$ cat config.mk
export PLATFORM = sky130hd
export DESIGN_NAME = edh_engine
export DESIGN_NICKNAME = d
export VERILOG_FILES = /design/src/rtl/edh_pkg.sv /design/src/rtl/edh_pkt_window.sv /design/src/rtl/edh_crc_pair.sv /design/src/rtl/edh_inserter.sv /design/src/rtl/edh_rx_checker.sv /design/src/rtl/edh_engine.sv
export SDC_FILE = /design/constraint.sdc
export NUM_CORES = 1
export LEC_CHECK = 0
export ABC_AREA = 0
export BUFFER_PORTS_ARGS = -buffer_cell sky130_fd_sc_hd__buf_2
export CAP_MARGIN = 25
export CORE_UTILIZATION = 56
export CTS_BUF_LIST = sky130_fd_sc_hd__clkbuf_16
export DETAILED_ROUTE_END_ITERATION = 10
export PLACE_DENSITY = 0.77
export SLEW_MARGIN = 20
export SYNTH_ARGS = -nofsm -noshare
export SYNTH_HDL_FRONTEND = slang
export SYNTH_SLANG_ARGS = --single-unit
export TNS_END_PERCENT = 1
$ cat constraint.sdc
create_clock -name clk -period 4.5 [get_ports clk]
set_input_delay 0.45 -clock clk [delete_from_list [all_inputs] [get_ports clk]]
set_output_delay 0.45 -clock clk [all_outputs]
set_load 0.01 [all_outputs]
$ cat src/rtl/edh_pkg.sv
`timescale 1ns/1ps
// Shared constants, types and word-building helpers for the field CRC blocks.
// Assumes 10-bit video words and a 16-bit CRC.
package edh_pkg;
    localparam int WORD_W     = 10;
    localparam int CRC_W      = 16;
    localparam int PKT_LEN    = 12;
    localparam int IDX_W      = $clog2(PKT_LEN);
    localparam int DATA_FIRST = 5;
    localparam int DATA_WORDS = 6;
    localparam int CSUM_IDX   = PKT_LEN - 1;
    localparam int NUM_CRC    = 2;   // index 0: active picture, 1: full field
    localparam logic [CRC_W-1:0]  CRC_POLY = 16'h1021;
    localparam logic [WORD_W-1:0] HDR0  = 10'h000;
    localparam logic [WORD_W-1:0] HDR12 = 10'h3FF;
    localparam logic [WORD_W-1:0] IDENT = 10'h1F4;

    typedef logic [WORD_W-1:0] word_t;
    typedef logic [CRC_W-1:0]  crc_t;
    typedef logic [IDX_W-1:0]  idx_t;

    // Advances a CRC by one word, bit 0 first.
    function automatic crc_t crc_next(crc_t c, word_t w);
        crc_t r;
        logic fb;
        r = c;
        for (int b = 0; b < WORD_W; b++) begin
            fb = r[CRC_W-1] ^ w[b];
            r  = {r[CRC_W-2:0], 1'b0};
            if (fb) r = r ^ CRC_POLY;
        end
        return r;
    endfunction

    // Wraps an 8-bit value with its parity bit and inverted parity bit.
    function automatic word_t byte_word(logic [7:0] v);
        logic p;
        p = ^v;
        return {~p, p, v};
    endfunction

    // Places a 6-bit chunk in bits 7:2 of a parity-protected word.
    function automatic word_t chunk_word(logic [5:0] c);
        return byte_word({c, 2'b00});
    endfunction
endpackage

$ cat src/rtl/edh_pkt_window.sv
`timescale 1ns/1ps
// Finds the packet window. It opens when anc_start is high on the
// standard-dependent target line and stays open for PKT_LEN words.
// Assumes anc_start does not fire again while a window is open.
module edh_pkt_window
    import edh_pkg::*;
#(
    parameter int LINE_W   = 10,
    parameter int LINE_525 = 9,
    parameter int LINE_625 = 5
) (
    input  logic              clk,
    input  logic              rst_n,
    input  logic              std_625,
    input  logic [LINE_W-1:0] line_num,
    input  logic              anc_start,
    output logic              in_window,
    output idx_t              idx
);
    localparam idx_t LAST_IDX = idx_t'(PKT_LEN - 1);

    logic [LINE_W-1:0] target_line;
    logic              hit;
    logic              busy_q;
    idx_t              cnt_q;

    // Chooses the packet line from the selected standard.
    always_comb begin
        target_line = std_625 ? LINE_W'(LINE_625) : LINE_W'(LINE_525);
        hit         = anc_start && (line_num == target_line);
        in_window   = hit || busy_q;
        idx         = hit ? '0 : cnt_q;
    end

    // Counts the remaining words of an open window.
    always_ff @(posedge clk) begin
        if (!rst_n) begin
            busy_q <= 1'b0;
            cnt_q  <= '0;
        end else if (hit) begin
            busy_q <= 1'b1;
            cnt_q  <= idx_t'(1);
        end else if (busy_q) begin
            if (cnt_q == LAST_IDX) begin
                busy_q <= 1'b0;
                cnt_q  <= '0;
            end else begin
                cnt_q <= cnt_q + idx_t'(1);
            end
        end
    end
endmodule

$ cat src/rtl/edh_crc_pair.sv
`timescale 1ns/1ps
// Runs the full-field and active-picture CRCs over one word stream.
// At each field start it freezes both results for the field that just
// ended. Assumes field_start marks the first word of a field and that
// packet-window words are flagged by in_window.
module edh_crc_pair
    import edh_pkg::*;
(
    input  logic  clk,
    input  logic  rst_n,
    input  logic  field_start,
    input  logic  active_pic,
    input  logic  in_window,
    input  word_t word,
    output crc_t  lat_full,
    output crc_t  lat_active,
    output logic  lat_valid
);
    crc_t run_full_q, run_act_q;
    crc_t base_full, base_act;
    logic seen_q;

    // Selects the zero start value on the first word of a field.
    always_comb begin
        base_full = field_start ? '0 : run_full_q;
        base_act  = field_start ? '0 : run_act_q;
    end

    // Accumulates both CRCs and freezes them at the field boundary.
    always_ff @(posedge clk) begin
        if (!rst_n) begin
            run_full_q <= '0;
            run_act_q  <= '0;
            lat_full   <= '0;
            lat_active <= '0;
            lat_valid  <= 1'b0;
            seen_q     <= 1'b0;
        end else begin
            run_full_q <= in_window  ? base_full : crc_next(base_full, word);
            run_act_q  <= active_pic ? crc_next(base_act, word) : base_act;
            if (field_start) begin
                lat_full   <= run_full_q;
                lat_active <= run_act_q;
                lat_valid  <= seen_q;
                seen_q     <= 1'b1;
            end
        end
    end
endmodule

$ cat src/rtl/edh_inserter.sv
`timescale 1ns/1ps
// Builds the 12-word packet from the frozen CRCs and puts it in place of
// the incoming words while the window is open. The output is registered.
// Assumes the frozen CRCs do not change during the window.
module edh_inserter
    import edh_pkg::*;
(
    input  logic  clk,
    input  logic  rst_n,
    input  logic  in_window,
    input  idx_t  idx,
    input  word_t word_in,
    input  crc_t  lat_full,
    input  crc_t  lat_active,
    input  logic  lat_valid,
    output word_t word_out
);
    localparam int NSLOT = 1 << IDX_W;

    word_t    pw [NSLOT];
    crc_t     sel_crc [NUM_CRC];
    logic [8:0] csum;

    // Lays out the header, the data words and the checksum.
    always_comb begin
        sel_crc[0] = lat_active;
        sel_crc[1] = lat_full;
        for (int k = 0; k < NSLOT; k++) pw[k] = '0;
        pw[0] = HDR0;
        pw[1] = HDR12;
        pw[2] = HDR12;
        pw[3] = IDENT;
        pw[4] = byte_word(8'(DATA_WORDS));
        for (int g = 0; g < NUM_CRC; g++) begin
            pw[DATA_FIRST + 3*g]     = chunk_word(sel_crc[g][5:0]);
            pw[DATA_FIRST + 3*g + 1] = chunk_word(sel_crc[g][11:6]);
            pw[DATA_FIRST + 3*g + 2] = chunk_word({lat_valid, 1'b0, sel_crc[g][15:12]});
        end
        csum = '0;
        for (int k = 3; k < CSUM_IDX; k++) csum = csum + pw[k][8:0];
        pw[CSUM_IDX] = {~csum[8], csum};
    end

    // Registers either the packet word or the passed-through word.
    always_ff @(posedge clk) begin
        if (!rst_n) word_out <= '0;
        else        word_out <= in_window ? pw[idx] : word_in;
    end
endmodule

$ cat src/rtl/edh_rx_checker.sv
`timescale 1ns/1ps
// Parses the received packet and compares the carried CRCs with the
// locally computed ones. Gives one-cycle mismatch pulses and
// saturating, clearable counters. Assumes rx words are aligned with
// the shared window timing.
module edh_rx_checker
    import edh_pkg::*;
#(
    parameter int CNT_W = 8
) (
    input  logic             clk,
    input  logic             rst_n,
    input  logic             in_window,
    input  idx_t             idx,
    input  word_t            rx_word,
    input  crc_t             loc_full,
    input  crc_t             loc_active,
    input  logic             loc_valid,
    input  logic             cnt_clr,
    output logic [NUM_CRC-1:0] err_pulse,
    output logic [CNT_W-1:0] cnt_active,
    output logic [CNT_W-1:0] cnt_full
);
    localparam logic [CNT_W-1:0] CNT_MAX = '1;

    logic [5:0]       chunk_q [DATA_WORDS];
    logic             hdr_ok_q;
    logic             at_csum;
    crc_t             loc [NUM_CRC];
    crc_t             recv [NUM_CRC];
    logic [NUM_CRC-1:0] recv_v;
    logic [NUM_CRC-1:0] mism;
    logic [CNT_W-1:0] cnt_q [NUM_CRC];

    // Tracks whether the header and the identifier matched.
    always_ff @(posedge clk) begin
        if (!rst_n) begin
            hdr_ok_q <= 1'b0;
        end else if (in_window) begin
            case (idx)
                idx_t'(0): hdr_ok_q <= (rx_word == HDR0);
                idx_t'(1),
                idx_t'(2): hdr_ok_q <= hdr_ok_q && (rx_word == HDR12);
                idx_t'(3): hdr_ok_q <= hdr_ok_q && (rx_word == IDENT);
                default:   hdr_ok_q <= hdr_ok_q;
            endcase
        end
    end

    // Captures the payload chunks of the six data words.
    always_ff @(posedge clk) begin
        if (!rst_n) begin
            for (int j = 0; j < DATA_WORDS; j++) chunk_q[j] <= '0;
        end else if (in_window) begin
            for (int j = 0; j < DATA_WORDS; j++)
                if (idx == idx_t'(DATA_FIRST + j)) chunk_q[j] <= rx_word[7:2];
        end
    end

    // Rebuilds the received CRCs and decides on mismatches.
    always_comb begin
        at_csum = in_window && (idx == idx_t'(CSUM_IDX));
        loc[0]  = loc_active;
        loc[1]  = loc_full;
        for (int g = 0; g < NUM_CRC; g++) begin
            recv[g]   = {chunk_q[3*g+2][3:0], chunk_q[3*g+1], chunk_q[3*g]};
            recv_v[g] = chunk_q[3*g+2][5];
            mism[g]   = at_csum && hdr_ok_q && loc_valid && recv_v[g] &&
                        (recv[g] != loc[g]);
        end
    end

    for (genvar g = 0; g < NUM_CRC; g++) begin : g_chan
        // Drives the pulse and the saturating counter of one CRC.
        always_ff @(posedge clk) begin
            if (!rst_n) begin
                err_pulse[g] <= 1'b0;
                cnt_q[g]     <= '0;
            end else begin
                err_pulse[g] <= mism[g];
                if (cnt_clr)
                    cnt_q[g] <= mism[g] ? CNT_W'(1) : '0;
                else if (mism[g] && cnt_q[g] != CNT_MAX)
                    cnt_q[g] <= cnt_q[g] + CNT_W'(1);
            end
        end
    end

    assign cnt_active = cnt_q[0];
    assign cnt_full   = cnt_q[1];
endmodule

$ cat src/rtl/edh_engine.sv
`timescale 1ns/1ps
// Top level: inserts the field CRC packet on the transmit stream and
// checks the packet found on the receive stream. Both streams share the
// line, field, active and ancillary timing inputs.
module edh_engine
    import edh_pkg::*;
#(
    parameter int LINE_W   = 10,
    parameter int LINE_525 = 9,
    parameter int LINE_625 = 5,
    parameter int CNT_W    = 8
) (
    input  logic              clk,
    input  logic              rst_n,
    input  logic              std_625,
    input  logic [LINE_W-1:0] line_num,
    input  logic              field_start,
    input  logic              active_pic,
    input  logic              anc_start,
    input  logic [9:0]        tx_word_in,
    output logic [9:0]        tx_word_out,
    input  logic [9:0]        rx_word_in,
    input  logic              err_cnt_clr,
    output logic              crc_err_full,
    output logic              crc_err_active,
    output logic [CNT_W-1:0]  err_cnt_full,
    output logic [CNT_W-1:0]  err_cnt_active
);
    logic   pkt_win;
    idx_t   pkt_idx;
    crc_t   tx_full, tx_act, rx_full, rx_act;
    logic   tx_valid, rx_valid;
    logic [NUM_CRC-1:0] err_pulse;

    edh_pkt_window #(.LINE_W(LINE_W), .LINE_525(LINE_525), .LINE_625(LINE_625)) u_win (
        .clk(clk), .rst_n(rst_n), .std_625(std_625), .line_num(line_num),
        .anc_start(anc_start), .in_window(pkt_win), .idx(pkt_idx)
    );

    edh_crc_pair u_tx_crc (
        .clk(clk), .rst_n(rst_n), .field_start(field_start), .active_pic(active_pic),
        .in_window(pkt_win), .word(tx_word_in),
        .lat_full(tx_full), .lat_active(tx_act), .lat_valid(tx_valid)
    );

    edh_inserter u_ins (
        .clk(clk), .rst_n(rst_n), .in_window(pkt_win), .idx(pkt_idx),
        .word_in(tx_word_in), .lat_full(tx_full), .lat_active(tx_act),
        .lat_valid(tx_valid), .word_out(tx_word_out)
    );

    edh_crc_pair u_rx_crc (
        .clk(clk), .rst_n(rst_n), .field_start(field_start), .active_pic(active_pic),
        .in_window(pkt_win), .word(rx_word_in),
        .lat_full(rx_full), .lat_active(rx_act), .lat_valid(rx_valid)
    );

    edh_rx_checker #(.CNT_W(CNT_W)) u_chk (
        .clk(clk), .rst_n(rst_n), .in_window(pkt_win), .idx(pkt_idx),
        .rx_word(rx_word_in), .loc_full(rx_full), .loc_active(rx_act),
        .loc_valid(rx_valid), .cnt_clr(err_cnt_clr), .err_pulse(err_pulse),
        .cnt_active(err_cnt_active), .cnt_full(err_cnt_full)
    );

    assign crc_err_active = err_pulse[0];
    assign crc_err_full   = err_pulse[1];
endmodule

==> impl_metrics.toml, run 1 <==
[clock_network]
clockBufferDepth = 2
post_cts_resized = 0
hold_buffers = 0
clock_latency_ps = 440
post_cts_buffers = 0
clock-sinks = 198
clkTransAtPathRegs_ps = 80
htree_levels = 4
cts_tree = "yes"
cts_inserted_buffers = 17
root_buffer = "clkbuf_16"

[yosys]
syn_area_per_cell_sq_um = 9.16
synth_area_sq_um = 11500
syn-instance-count = 1253
synthAdderAreaFrac_pct = 5.82
synth_nets = 1332
ys_seq_area_share_pct = 38.9
synth_ff_type = "dfxtp_1"
synth_edf_count = 50
synth_seq_cells = 198
synth_top_family_by_area = "simple AND/OR/NAND/NOR gates"
yosys.area_share.simple_pct = 16.7
synth_xor_area_share_pct = 15.9
yosysWarnings = 0
synth.distinct_cells = 59
synth_compound_area_share_pct = 9.64
synthMuxAreaShare_pct = 7.25
async_flop_share_pct = 0

[worst_hold_path]
hold_path_class = "in2reg"
hold-path-cell-count = 2
min_from = "err_cnt_clr"
min_to = "u_chk.cnt_q[0][0]"

[global_routing]
grt_use_total_pct = 27.1
grt-ovfl-total = 0
grt_antenna_before_repair = 1
grt_max_degree = 68
grt_pass1_wl_microns = 45400
grt_pass1_vias = 8610

[floorplan]
boundaryPins = 65
die_y_microns = 145
core_sq_um = 20200
start_util_pct = 56.9
row_count = 52
die_x_microns = 145
die_area_sq_um = 21100

[detailed_routing]
vias = 8803
detail-route-antenna-nets = 0
drt_iter0_drc = 668
drt_wl_total_microns = 27600
wl_per_cell_microns = 17.8
drcViolationCount = 0
viasPerCell = 5.69
drt_pre_antenna_iters = 6

[sta]
setup_tns_ps = 0
clock.fmax_mhz = 232
timing.slew.headroom_pct = 38.9
period_share_pct = 95.7
hold_violations = 0
grt_setup_unrepaired = "false"
clock_skew_ps = 11.5
worst_pin_slew_ps = 917
finalMaxSlewViolations = 0
finalCriticalPeriod_ps = 4310
setup_viol_count_final = 0

[placed_design]
port_buffers = 64
dp_hpwl_microns = 19300
gp_congestion = 0.900

[setup_path]
crit_fanout = 3
cp.buffers_inverters = 4
cp_slowest_stage_delay_ps = 540
cp.arrival_ps = 4680
r2r_end = "u_ins.word_out[9]"
worstSetupPathType = "reg2reg"
end_kind = "flip-flop"
r2r_slack_ps = 190
path_depth = 16
r2r-start = "u_tx_crc.lat_full[3]"
crit_path_start_kind = "flip-flop"
r2r_cells = 16
cp_cell_sequence = "inv_1 -> fa_1 -> inv_1 -> fa_1 -> inv_1 -> fa_1 -> fa_1 -> inv_1 -> ha_1 -> a21o_1 -> a21oi_4 -> xnor2_4 -> xnor3_1 -> mux2i_1 -> o21ai_1 -> a21oi_1"
critical-path-top-delay-family = "adder cells"
cp_data_required_time_ps = 4870
cpMaxStageDelayCell = "fa_1"

[final_layout]
num_antenna_cells = 0
fin_nets = 1343
syn2layout_area_growth_pct = 8.28
drive_above_1_share_pct = 9.79
fill_cells = 1700

[power]
p_per_area_nw_per_um2 = 450
total_power_mw = 5.60
power_leakage_nw = 5.20
ir_worst_vdd_uv = 288

[status]
status = "finished clean"

[job]
maxCapViolations = 0
layer usage:
layer	wire [microns]	part of all wire (%)	up-vias	track usage (%)
met2	12600	46	324	42.7
met5	13	0.047	-	0
met3	2040	7.4	51	5.38
met1	12200	44	4197	36.9
met4	669	2.4	2	9.84
li1	-	-	4229	-
cell type report:
class	instances	area, sq um	area share (%)
timing repair buffer	79	455	3.66
sequential	198	4470	35.9
multi-input combinational	901	6370	51.3
tap	270	338	2.72
clock inverter	15	121	0.976
inverter	67	254	2.04
clock buffer	17	425	3.42
metrics by stage:
step	std cells	worst slack, ps	instance area, sq um	util, %	hold WS (ps)
6_report	1547	192	12400	61.6	362
5_1_grt	1547	14.4	12400	61.6	372
3_3_place_gp	1514	125	11800	58.7	448
3_5_place_dp	1514	42.2	11800	58.7	457
4_1_cts	1546	6.84	12400	61.4	355
2_1_floorplan	1253	297	11500	-	434
cell families after synthesis:
logic type,after synthesis
multiplexers,83
AO/OA/AOI/OAI,175
XOR/XNOR,188
adder cells (fa/ha/maj),42
flip-flops,198
AND/OR/NAND/NOR,413
buffers and inverters,154
worst reg2reg max path: cells and delay by family, from the launching register on:
| kind | cells | cell delay, ps |
|---|---|---|
| compound gates | 4 | 680 |
| xor+xnor | 2 | 550 |
| fa+ha+maj | 5 | 2200 |
| buf+inv | 4 | 270 |
| flops | 1 | 350 |
| mux | 1 | 220 |
power breakdown:
part | internal (mW) | total (mW) | switching [mW]
Combinational | 0.946 | 1.86 | 0.916
Sequential | 2.04 | 2.29 | 0.248
Clock | 0.724 | 1.45 | 0.722
Yosys cell counts, types with 23 or more instances:
master / number / area, sq um
nor2_1: 182 / 683
dfxtp_1: 148 / 2960
xnor2_1: 125 / 1090
mux2i_1: 82 / 821
nand2_1: 76 / 285
inv_1: 66 / 248
clkbuf_1: 59 / 221
a21oi_1: 55 / 275
edfxtp_1: 50 / 1500
xor2_1: 50 / 438
and3_1: 45 / 282
nor2b_1: 29 / 181
o21ai_0: 26 / 130
ha_1: 23 / 288
cell usage in the layout (no fill, tap or decap), drive strengths merged, types with 21 or more instances in the layout:
cell type,synthesis,layout
nand2,76,76
xor2,50,50
o21ai,34,34
a21oi,55,55
dfxtp,148,148
nor2,182,182
xnor2,128,128
mux2i,82,82
buf,22,79
ha,23,23
inv,67,76
nor2b,29,29
and2,21,21
edfxtp,50,50
and3,45,45
worst max-delay path by stage:
stage / start / end / slack, ps
finish: u_tx_crc.lat_full[3] / u_ins.word_out[9] / 190
global route: u_tx_crc.lat_full[3] / u_ins.word_out[9] / 10
CTS: u_tx_crc.lat_full[9] / u_ins.word_out[9] / 7
detailed placement: u_tx_crc.lat_full[3] / u_ins.word_out[9] / 40
global placement: u_tx_crc.lat_full[9] / u_ins.word_out[9] / 130
floorplan: u_tx_crc.lat_full[3] / u_ins.word_out[8] / 300
registers in the layout, indices dropped and copies added, names as in the netlist, 2 cells and up:
signal and cells:
u_win.cnt_q 4, u_tx_crc.lat_active 16, u_rx_crc.run_full_q 16, u_ins.word_out 10
u_rx_crc.lat_active 16, u_rx_crc.lat_full 16, u_chk.err_pulse 2, u_chk.cnt_q 16
u_rx_crc.run_act_q 16, u_tx_crc.lat_full 16, u_tx_crc.run_act_q 16, u_chk.chunk_q 34
u_tx_crc.run_full_q 16
No activity file was read; power rests on OpenSTA's default activity.
==> run 2, diff against run 1 <==
==> constraint.sdc (replaced) <==
create_clock -name clk -period 3.8 [get_ports clk]
set_input_delay 0.38 -clock clk [delete_from_list [all_inputs] [get_ports clk]]
set_output_delay 0.38 -clock clk [all_outputs]
set_load 0.01 [all_outputs]
==> impl_metrics.toml, run 2 (synthesis gave the netlist of run 1 again) <==
[status]
status = "finished, violations left"
violations = "negative setup slack"

[setup_path]
end_kind = "flip-flop"
r2r_slack_ps = -90
cpMaxStageDelayCell = "fa_1"
cp.arrival_ps = 4240
crit_path_start_kind = "flip-flop"
r2r_cells = 13
cp_data_required_time_ps = 4150
worstSetupPathType = "reg2reg"
cp_cell_sequence = "inv_2 -> fa_1 -> inv_2 -> fa_2 -> fa_1 -> fa_2 -> ha_2 -> a21o_1 -> a21oi_4 -> xnor2_4 -> xnor3_1 -> mux2i_2 -> o32ai_1"
r2r-start = "u_tx_crc.lat_full[9]"
r2r_end = "u_ins.word_out[8]"
cp_slowest_stage_delay_ps = 550
crit_fanout = 2

[power]
p_int_mw = 4.55
power_leakage_nw = 5.31
ir_worst_vdd_uv = 400
share_seq_of_total_power_pct = 39.8
total_power_mw = 6.80
comb_power_share_pct = 34.0
clockPowerShare_pct = 26.2
power.switching_mw = 2.25
p_sw_share_pct = 33.0
p_per_area_nw_per_um2 = 538

[final_layout]
final_common_cell = "nor2_1"
fin_nets = 1361
largest_reg_flops = 34
syn2layout_area_growth_pct = 10.1
max_flop_register = "u_chk.chunk_q"
mostFrequentLayoutCells = "182 x nor2_1, 144 x dfxtp_1, 124 x xnor2_1"
drive_above_1_share_pct = 12.4

[sta]
clock_skew_ps = 12.6
setup_tns_ps = -164
finalCriticalPeriod_ps = 3890
worst_pin_slew_ps = 930
period_share_pct = 102
setup_viol_count_final = 2
clock.fmax_mhz = 257
timing.slew.headroom_pct = 38.0
hold_violations = 0
fin_ws_ps = -94.5
finalMaxSlewViolations = 0
grt_setup_unrepaired = "true"

[detailed_routing]
drcViolationCount = 0
vias = 8891
viasPerCell = 5.68
topRoutingLayerUsed = "met4"
drt_wl_total_microns = 28100
wl_met3_microns = 1620
detail-route-antenna-nets = 0
wl_per_cell_microns = 17.9
drt_pre_antenna_iters = 5
m1WireLength_microns = 12200
dr_wl_met2_microns = 13500
drt_iter0_drc = 653

[floorplan]
core_sq_um = 20200
boundaryPins = 65
die_y_microns = 145
die_x_microns = 145
row_count = 52
start_util_pct = 56.9
die_area_sq_um = 21100

[clock_network]
post_cts_buffers = 0
clkTransAtPathRegs_ps = 70
cts_inserted_buffers = 17
clock_latency_ps = 440
clock-sinks = 198
htree_levels = 4
cts_tree = "yes"
clockBufferDepth = 2
root_buffer = "clkbuf_16"

[worst_hold_path]
min_from = "err_cnt_clr"
hold-path-cell-count = 2
min_to = "u_chk.cnt_q[0][0]"
hold_path_class = "in2reg"

[global_routing]
grt_pass1_vias = 8364
grt_pass1_wl_microns = 44400
grt-ovfl-total = 0
grt_use_total_pct = 26.9
grt_max_degree = 128
grt_antenna_before_repair = 1

[placed_design]
gp_congestion = 0.947
dp_hpwl_microns = 19500
port_buffers = 64

[job]
maxCapViolations = 0
[run 2: cell count changes in the layout (fill, tap and decap cells not counted), moves of 3 or more]
cell,before,now
inv_2,1,7
inv_8,4,1
buf_4,15,32
fa_1,19,15
inv_1,67,61
fa_2,0,4
[run 2: area by class of cell]
| class | instances | area (sq um) |
|---|---|---|
| Clock inverter | 14 | 119 |
| Multi-Input combinational cell | 901 | 6410 |
| Inverter | 67 | 254 |
| Timing Repair Buffer | 97 | 596 |
| Antenna cell | 1 | 2.50 |
| Sequential cell | 198 | 4470 |
| Fill cell | 1702 | 7530 |
| Tap cell | 270 | 338 |
| Clock buffer | 18 | 450 |
[run 2: timing repair]
item	in CTS	in global routing
hold buffers	0	0
endpoints found under the setup margin	3	4
gates cloned	0	0
pin swaps	7	11
endpoints found under the hold margin	0	0
resized for setup	7	7
[run 2: critical path: cells and delay by family (launching register included)]
kind            cells  cell delay, ps
flops               1             340
buf+inv             2              80
fa+ha+maj           5            2190
xor+xnor            2             380
compound gates      3             650
mux                 1             180
[run 2: metrics by stage]
stage	instance area [sq um]	instances	util [%]	hold WS, ps	worst slack, ps
global placement	12000	1533	59.6	449	-107
CTS	12600	1565	62.6	283	-116
detailed placement	12000	1533	59.6	461	-211
floorplan	11500	1253	-	434	-29.2
global route	12600	1565	62.6	295	-219
finish	12600	1566	62.7	297	-94.5
[run 2: metal layers]
layer	vias up	global-route usage, %
met3	51	5.75
met2	281	44.7
met5	-	0
met4	0	9.89
met1	4299	34.4
li1	4260	-
[run 2: power groups by stage]
stage / clock, mW / sequential [mW] / combinational [mW]
global route: 1.88 / 2.73 / 2.55
finish: 1.78 / 2.71 / 2.31
global placement: 0 / 2.74 / 2.14
detailed placement: 0 / 2.75 / 2.21
CTS: 1.80 / 2.70 / 2.28
floorplan: 0 / 2.64 / 1.83
[run 2: worst max path at each step]
| stage | cells after the start | slack (ps) | start | endpoint |
|---|---|---|---|---|
| finish | 13 | -90 | u_tx_crc.lat_full[9] | u_ins.word_out[8] |
| global route | 15 | -220 | u_tx_crc.lat_full[9] | u_ins.word_out[8] |
| floorplan | 16 | -30 | u_tx_crc.lat_full[3] | u_ins.word_out[9] |
| detailed placement | 16 | -210 | u_tx_crc.lat_full[3] | u_ins.word_out[9] |
| global placement | 16 | -110 | u_tx_crc.lat_full[3] | u_ins.word_out[9] |
| CTS | 16 | -120 | u_tx_crc.lat_full[3] | u_ins.word_out[9] |
==> run 3, diff against run 2 <==
--- a/config.mk
+++ b/config.mk
@@ -8,10 +8,13 @@
 export ABC_AREA = 0
 export BUFFER_PORTS_ARGS = -buffer_cell sky130_fd_sc_hd__buf_2
 export CAP_MARGIN = 25
-export CORE_UTILIZATION = 56
+export CELL_PAD_IN_SITES_DETAIL_PLACEMENT = 2
+export CELL_PAD_IN_SITES_GLOBAL_PLACEMENT = 2
+export CORE_UTILIZATION = 35
 export CTS_BUF_LIST = sky130_fd_sc_hd__clkbuf_16
+export CTS_CLUSTER_SIZE = 8
 export DETAILED_ROUTE_END_ITERATION = 10
-export PLACE_DENSITY = 0.77
+export PLACE_DENSITY_LB_ADDON = 0.1
 export SLEW_MARGIN = 20
 export SYNTH_ARGS = -nofsm -noshare
 export SYNTH_HDL_FRONTEND = slang
==> impl_metrics.toml, run 3 (synthesis gave the netlist of run 1 again) <==
[status]
status = "finished, violations left"
violations = "negative setup slack"

[job]
maxCapViolations = 0

[sta]
setup_viol_count_final = 2
hold_violations = 0
finalCriticalPeriod_ps = 3910
whs_ps = 270
timing.slew.headroom_pct = 40.4
fin_ws_ps = -111
finalMaxSlewViolations = 0
grt_setup_unrepaired = "true"
period_share_pct = 103
worst_pin_slew_ps = 894
clock.fmax_mhz = 256
clock_skew_ps = 14.9
setup_tns_ps = -132

[final_layout]
fin_nets = 1378
mostFrequentLayoutCells = "182 x nor2_1, 144 x dfxtp_1, 124 x xnor2_1"
max_flop_register = "u_chk.chunk_q"
drive_above_1_share_pct = 13.9
fill_cells = 3551
final_util_pct = 40.8
syn2layout_area_growth_pct = 13.4
final_common_cell = "nor2_1"
largest_reg_flops = 34
fin_area_sq_um = 13000
num_antenna_cells = 0

[floorplan]
die_x_microns = 183
boundaryPins = 65
start_util_pct = 36.0
core_sq_um = 31900
die_area_sq_um = 33500
die_y_microns = 183
row_count = 65

[global_routing]
grt_max_degree = 75
top_usage_layer = "met2"
grt_pass1_vias = 9704
grt-ovfl-total = 0
use_met2_pct = 40.8
met3_usage_pct = 3.46
grt_pass1_wl_microns = 57500
grt_use_met1_pct = 28.0
grt_use_total_pct = 23.0
grt_antenna_before_repair = 0

[setup_path]
cpMaxStageDelayCell = "fa_2"
crit_path_frequent_cell = "fa_2"
worstSetupPathType = "reg2reg"
end_kind = "flip-flop"
cp_slowest_stage_delay_ps = 550
crit_path_start_kind = "flip-flop"
crit_fanout = 2
cp_cell_sequence = "inv_2 -> fa_1 -> inv_1 -> fa_2 -> fa_2 -> fa_2 -> ha_4 -> a21o_1 -> a21oi_4 -> xnor2_4 -> xnor3_1 -> mux2i_2 -> o21ai_1 -> a21oi_1"
cp.buffers_inverters = 2
cp_data_required_time_ps = 4190
critical-path-top-delay-family = "adder cells"
cp.arrival_ps = 4300

[placed_design]
dp_hpwl_microns = 27000
gp_congestion = 0.844
placed_area_sq_um = 12300
port_buffers = 64
place_ws_ps = -271

[clock_network]
hold_buffers = 0
cts_tree = "yes"
cts_inserted_buffers = 17
clock_latency_ps = 470
clockBufferDepth = 2
clkTransAtPathRegs_ps = 80
clock-sinks = 198
htree_levels = 4
root_buffer = "clkbuf_16"

[power]
p_per_area_nw_per_um2 = 548
ir_worst_vdd_uv = 320
power_leakage_nw = 5.40

[detailed_routing]
drcViolationCount = 0
detail-route-antenna-nets = 0
vias = 8954
drt_pre_antenna_iters = 4
drt_iter0_drc = 362
drt_wl_total_microns = 37200
viasPerCell = 5.13
wl_per_cell_microns = 21.3

[worst_hold_path]
hold_path_class = "in2reg"
run 3: cell count changes in the layout (fill, tap and decap cells not counted), moves of 2 or more:
cell | before | now
clkinv_2 | 3 | 0
buf_4 | 32 | 48
inv_8 | 1 | 6
fa_2 | 4 | 7
inv_4 | 3 | 1
clkinv_8 | 0 | 2
inv_1 | 61 | 59
fa_1 | 15 | 12
run 3: layer usage:
metal | vias to the layer above | wire [microns] | share of wire (%)
li1 | 4286 | - | -
met1 | 4506 | 16400 | 44
met2 | 108 | 18700 | 50
met3 | 54 | 938 | 2.5
met4 | 0 | 1060 | 2.9
met5 | - | 0 | 0
run 3: per-stage QoR:
step                      power [mW]  std cells
after floorplan                 4.46       1253
after global placement          5.07       1713
after detailed placement        5.16       1713
after CTS                       7.20       1747
after global routing            7.53       1747
final                           7.14       1747
run 3: layout make-up:
cell class                 count  area (sq um)  share of cell area (%)
timing repair buffer         114           727                    5.58
clock inverter                14           151                    1.16
clock buffer                  18           450                    3.46
sequential                   198          4470                    34.3
inverter                      67           254                    1.95
tap                          435           544                    4.18
multi-input combinational    901          6430                    49.3
run 3: final timing paths:
path	start	endpoint	slack (ps)	cells past startpoint
max	u_tx_crc.lat_active[15]	u_ins.word_out[9]	-110	14
min	err_cnt_clr	u_chk.cnt_q[0][0]	270	2
max reg2reg	u_tx_crc.lat_active[15]	u_ins.word_out[9]	-110	14
min reg2reg	u_rx_crc.seen_q	u_rx_crc.seen_q	480	2
run 3: power breakdown:
group / internal, mW / leakage, nW / switching (mW) / total (mW)
Clock: 0.925 / 0.294 / 0.975 / 1.90
Combinational: 1.24 / 3.36 / 1.26 / 2.50
Sequential: 2.42 / 1.75 / 0.315 / 2.73
Total: 4.59 / 5.40 / 2.55 / 7.14
run 3: repair_timing:
action,CTS,global route
resized for setup,13,6
setup endpoints to repair,4,4
pin swaps,15,6
setup buffers,2,0
endpoints found under the hold margin,0,0
